==> src/rtl/dual_latch_xcvr_pkg.sv <==
package dual_latch_xcvr_pkg;
  localparam int unsigned DEF_SECT_W = 18;
  localparam int unsigned DEF_NUM_SECT = 2;

  typedef struct packed {
    logic ce_n;
    logic le_n;
    logic oe_n;
  } dir_ctl_t;
endpackage

==> src/rtl/xcvr_latch_bank.sv <==
module xcvr_latch_bank
  import dual_latch_xcvr_pkg::*;
#(
  parameter int unsigned W = DEF_SECT_W
) (
  input  logic         clk,
  input  logic         rst,
  input  dir_ctl_t     ctl,
  input  logic [W-1:0] din,
  output logic [W-1:0] dout,
  output logic [W-1:0] drv
);
  logic         open_w;
  logic         drive_w;
  logic [W-1:0] store_q;

  assign open_w  = !ctl.ce_n && !ctl.le_n;
  assign drive_w = !rst && !ctl.ce_n && !ctl.oe_n;

  always_ff @(posedge clk) begin
    if (rst) begin
      store_q <= '0;
    end else if (open_w) begin
      store_q <= din;
    end
  end

  assign dout = open_w ? din : store_q;
  assign drv  = {W{drive_w}};

  // either control high keeps the port undriven
  a_r1_r2_gate_drive: assert property (@(posedge clk) disable iff (rst)
    (ctl.ce_n || ctl.oe_n) |-> (drv == '0));

  // closing the latch keeps the last open-cycle input
  a_r4_capture: assert property (@(posedge clk) disable iff (rst)
    (!open_w && $past(open_w) && !$past(rst)) |-> (dout == $past(din)));

  // a closed latch keeps its output steady
  a_r5_hold: assert property (@(posedge clk) disable iff (rst)
    (!open_w && !$past(open_w) && !$past(rst)) |-> $stable(dout));

  // reset clears storage and forces drive off
  a_r8_reset_clear: assert property (@(posedge clk)
    rst |=> (store_q == '0));
  a_r8_reset_drive: assert property (@(posedge clk)
    rst |-> (drv == '0));

  // the drive vector is uniform across the section
  a_r10_uniform_oe: assert property (@(posedge clk) disable iff (rst)
    (drv == '0) || (drv == '1));
endmodule

==> src/rtl/xcvr_section.sv <==
module xcvr_section
  import dual_latch_xcvr_pkg::*;
#(
  parameter int unsigned W = DEF_SECT_W
) (
  input  logic         clk,
  input  logic         rst,
  input  dir_ctl_t     ab_ctl,
  input  dir_ctl_t     ba_ctl,
  input  logic [W-1:0] a_in,
  output logic [W-1:0] a_out,
  output logic [W-1:0] a_oe,
  input  logic [W-1:0] b_in,
  output logic [W-1:0] b_out,
  output logic [W-1:0] b_oe,
  output logic         contend
);
  xcvr_latch_bank #(.W(W)) u_ab (
    .clk  (clk),
    .rst  (rst),
    .ctl  (ab_ctl),
    .din  (a_in),
    .dout (b_out),
    .drv  (b_oe)
  );

  xcvr_latch_bank #(.W(W)) u_ba (
    .clk  (clk),
    .rst  (rst),
    .ctl  (ba_ctl),
    .din  (b_in),
    .dout (a_out),
    .drv  (a_oe)
  );

  assign contend = a_oe[0] && b_oe[0];

  // both ports enabled together raises the flag
  a_r9_contend_set: assert property (@(posedge clk) disable iff (rst)
    ((|a_oe) && (|b_oe)) |-> contend);
  a_r9_contend_clr: assert property (@(posedge clk) disable iff (rst)
    ((a_oe == '0) || (b_oe == '0)) |-> !contend);
endmodule

==> src/rtl/dual_latch_xcvr.sv <==
module dual_latch_xcvr
  import dual_latch_xcvr_pkg::*;
#(
  parameter int unsigned SECT_W   = DEF_SECT_W,
  parameter int unsigned NUM_SECT = DEF_NUM_SECT,
  localparam int unsigned TOT_W   = SECT_W * NUM_SECT
) (
  input  logic                clk,
  input  logic                rst,
  input  logic [TOT_W-1:0]    a_in,
  output logic [TOT_W-1:0]    a_out,
  output logic [TOT_W-1:0]    a_oe,
  input  logic [TOT_W-1:0]    b_in,
  output logic [TOT_W-1:0]    b_out,
  output logic [TOT_W-1:0]    b_oe,
  input  logic [NUM_SECT-1:0] ab_ce_n,
  input  logic [NUM_SECT-1:0] ab_le_n,
  input  logic [NUM_SECT-1:0] ab_oe_n,
  input  logic [NUM_SECT-1:0] ba_ce_n,
  input  logic [NUM_SECT-1:0] ba_le_n,
  input  logic [NUM_SECT-1:0] ba_oe_n,
  output logic [NUM_SECT-1:0] contend
);
  for (genvar s = 0; s < NUM_SECT; s++) begin : g_sect
    dir_ctl_t ab_ctl;
    dir_ctl_t ba_ctl;

    assign ab_ctl = '{ce_n: ab_ce_n[s], le_n: ab_le_n[s], oe_n: ab_oe_n[s]};
    assign ba_ctl = '{ce_n: ba_ce_n[s], le_n: ba_le_n[s], oe_n: ba_oe_n[s]};

    xcvr_section #(.W(SECT_W)) u_sect (
      .clk     (clk),
      .rst     (rst),
      .ab_ctl  (ab_ctl),
      .ba_ctl  (ba_ctl),
      .a_in    (a_in [s*SECT_W +: SECT_W]),
      .a_out   (a_out[s*SECT_W +: SECT_W]),
      .a_oe    (a_oe [s*SECT_W +: SECT_W]),
      .b_in    (b_in [s*SECT_W +: SECT_W]),
      .b_out   (b_out[s*SECT_W +: SECT_W]),
      .b_oe    (b_oe [s*SECT_W +: SECT_W]),
      .contend (contend[s])
    );

    // a section's drive follows only its own chip enable
    a_r7_own_ctl: assert property (@(posedge clk) disable iff (rst)
      ab_ce_n[s] |-> (b_oe[s*SECT_W +: SECT_W] == '0));
  end
endmodule

==> config.mk <==
export PLATFORM = sky130hd
export DESIGN_NAME = dual_latch_xcvr
export DESIGN_NICKNAME = d
export VERILOG_FILES = /design/src/rtl/dual_latch_xcvr_pkg.sv /design/src/rtl/xcvr_latch_bank.sv /design/src/rtl/xcvr_section.sv /design/src/rtl/dual_latch_xcvr.sv
export SDC_FILE = /design/constraint.sdc
export NUM_CORES = 1
export LEC_CHECK = 0
export ABC_AREA = 1
export BUFFER_PORTS_ARGS = -buffer_cell sky130_fd_sc_hd__buf_2
export CORE_AREA = 2 2 122 124
export DETAILED_ROUTE_END_ITERATION = 8
export DIE_AREA = 0 0 124 126
export GPL_TIMING_DRIVEN = 0
export SYNTH_ARGS = -nofsm -noshare
export SYNTH_HDL_FRONTEND = slang
export SYNTH_SLANG_ARGS = --single-unit
==> constraint.sdc <==
create_clock -name clk -period 4.75 [get_ports clk]
set_clock_uncertainty 0.2 [all_clocks]
set_input_delay 0.2375 -clock clk [delete_from_list [all_inputs] [get_ports clk]]
set_output_delay 0.2375 -clock clk [all_outputs]
set_load 0.01 [all_outputs]
==> metrics.md <==
| Metric | Value |
|---|---|
| Status | `finished clean` |
| Post-Route WL | `11200 um` |
| Detailed placement HPWL | `8820 um` |
| Setup Viol. Count Final | `0` |
| Power Density | `280 nW/um^2` |
| Per-cell routed wire length | `10.1 um` |
| Number of diodes | `0` |
| Initial Util | `31.7%` |
| Top post-synthesis cells by area | `dfxtp_1, inv_1, buf_4, nand2_1, nor2_1` |
| Post-CTS Setup Bufs | `0` |
| Layout cells sized above 1 | `42.8%` |
| Pin count of the biggest net entering global routing | `19` |
| Post-synthesis sequential area ratio | `31.8%` |
| Tot GR Track Use | `14.3%` |
| CTS max path bufs | `2` |
| Vias in the first global route | `3712` |
| Critical Path Start Type | `primary input` |
| CTS sink cnt | `72` |
| Synth Register Bits | `72` |
| Peak supply drop | `0.154 mV` |
| Number of CTS-inserted buffers | `9` |
| Max Slew Vio Count | `0` |
| Initial drt markers | `123` |
| Yosys cell types | `16` |
| Area delta synth->final | `35.9%` |
| Yosys warnings | `0` |
| Minimum clock period | `2.38 ns` |
| TritonRoute pass-1 iters | `4` |
| Initial antenna violation count | `0` |
| Resized Gates After CTS | `0` |
| Worst Path Arrival | `1.94 ns` |
| Root Driver | `clkbuf_16` |
| Max Clock Freq | `421 MHz` |
| Number of fill cells | `1582` |
| Max cap viols | `0` |
| Leakage | `3.97 nW` |
| Register cell area after layout | `1440 sq um` |
| Vias | `4214` |
| CTS tree | `yes` |
| Core ar. | `14300 sq um` |
| Setup CP Type | `primary input to output port` |
| Crit-path max FO | `18` |
| Post-CTS Hold Buffers | `0` |
| Worst-Skew Late Latency | `0.33 ns` |
| Slew HR | `31.9%` |
| Htree depth | `3` |
| Die height | `126 um` |
| Remaining global-route overflow | `0` |
| Endpoint class of the critical path | `output port` |
| Endpoints failing hold | `0` |
| Placed Cells | `1104` |
| Final period util | `50.1%` |
| Antenna-violating nets left | `0` |
| Die area | `15600 sq um` |
| Global-route wire length before repair | `17600 um` |
| RSZ-0062 raised after global routing | `false` |
| Footprint of the multi-input gates | `1470 sq um` |
| IO Count | `232` |
| Total Negative Setup Slacks | `0 ns` |
| Die Wd | `124 um` |
| Non-Filler Instances | `1118` |
| GP Congestion | `0.808` |
| Synthesized netlist cell count | `696` |
| Via density | `3.77` |
| Syn Nets | `782` |
| Input/output buffers | `224` |
| DRC | `0` |
| Site Rows | `44` |
| # nets final | `1017` |
| Post-Syn Area | `4530 sq um` |
| Leading area contributor after synthesis | `dfxtp_1` |
| Yosys top cell area share | `31.8%` |
| Clk slew on worst S/H paths | `0.06 ns` |
| Mean Syn Cell Area | `6.51 sq um` |
| Worst-Margin Slew | `1.02 ns` |
| CP required | `4.31 ns` |
| Worst Hold Class | `primary input to flop` |
final cells by class:
class	count	area share [%]
clock buffers	10	3.72
well taps	184	3.74
flip-flops and latches	72	23.4
clock inverters	4	0.772
multi-input cells	302	23.9
plain buffers	102	12.9
inverters	220	13.4
repair buffers	224	18.2
sequential cells by signal, indices dropped and copies added (netlist names):
register / flops
g_sect.u_sect.u_ab.store_q: 36
g_sect.u_sect.u_ba.store_q: 36
kinds of logic after synthesis:
kind of cell | Yosys count | synth area share, %
flip-flops | 72 | 31.8
AO/OA/AOI/OAI | 72 | 9.61
buffers and inverters | 322 | 35.8
AND/OR/NAND/NOR | 230 | 22.8
synth_stat cells:
master,count
buf_12,2
buf_2,9
buf_4,78
buf_6,10
clkbuf_1,3
dfxtp_1,72
inv_1,220
nand2_1,126
nand2_2,20
nor2_1,58
nor2_2,20
nor2_8,4
o21ai_0,32
o21ai_1,20
o21ai_2,20
or2_1,2
placed cells by master (no fill, tap or decap), drive strengths merged:
cell type	netlist	routed
nor2	82	82
bufinv	0	1
dfxtp	72	72
inv	220	220
o21ai	72	72
clkbuf	3	13
or2	2	2
nand2	146	146
clkinv	0	2
clkinvlp	0	1
buf	99	323
layer usage:
layer	up-vias	track usage (%)	part of all wire, %
li1	2340	-	-
met2	116	23.5	47
met5	-	0	0
met3	15	2.76	5.6
met4	0	5.75	2.0
met1	1743	18.3	45
stage by stage:
step | cell area [sq um] | power, W | setup slack (ns) | util [%] | hold slack, ns
final | 6160 | 0.00172 | 2.37 | 43.0 | 0.0117
after CTS | 6160 | 0.00175 | 2.30 | 43.0 | 0.0133
after global placement | 5880 | 0.00110 | 2.34 | 41.1 | 0.318
after global routing | 6160 | 0.00183 | 2.13 | 43.0 | 0.0317
after floorplan | 4530 | 0.000942 | 2.88 | - | 0.259
after detailed placement | 5880 | 0.00110 | 2.30 | 41.1 | 0.321
power by group:
group          leakage (nW)  switching [W]  total [W]  internal (W)
registers             0.595     0.00000906   0.000654      0.000645
logic                  3.24       0.000238   0.000425      0.000187
clock network         0.134       0.000247   0.000646      0.000399
total                  3.97       0.000494    0.00172       0.00123
final timing paths:
| check | from | slack, ns | cells past startpoint | end |
|---|---|---|---|---|
| worst min-delay path | rst | 0.01 | 2 | g_sect[0].u_sect.u_ab.store_q[5] |
| worst min register to register | g_sect[0].u_sect.u_ba.store_q[16] | 0.33 | 4 | g_sect[0].u_sect.u_ba.store_q[16] |
| worst max register to register | g_sect[0].u_sect.u_ba.store_q[1] | 3.89 | 4 | g_sect[0].u_sect.u_ba.store_q[1] |
| worst max-delay path | ba_ce_n[1] | 2.37 | 6 | a_oe[35] |
critical path, stage by stage:
cell and delay [ns]:
buf_2 0.14, buf_6 0.15, or2_1 0.27, nor2_1 0.78
buf_4 0.23, buf_2 0.13
Note: power is estimated with default switching activity, not from simulation.
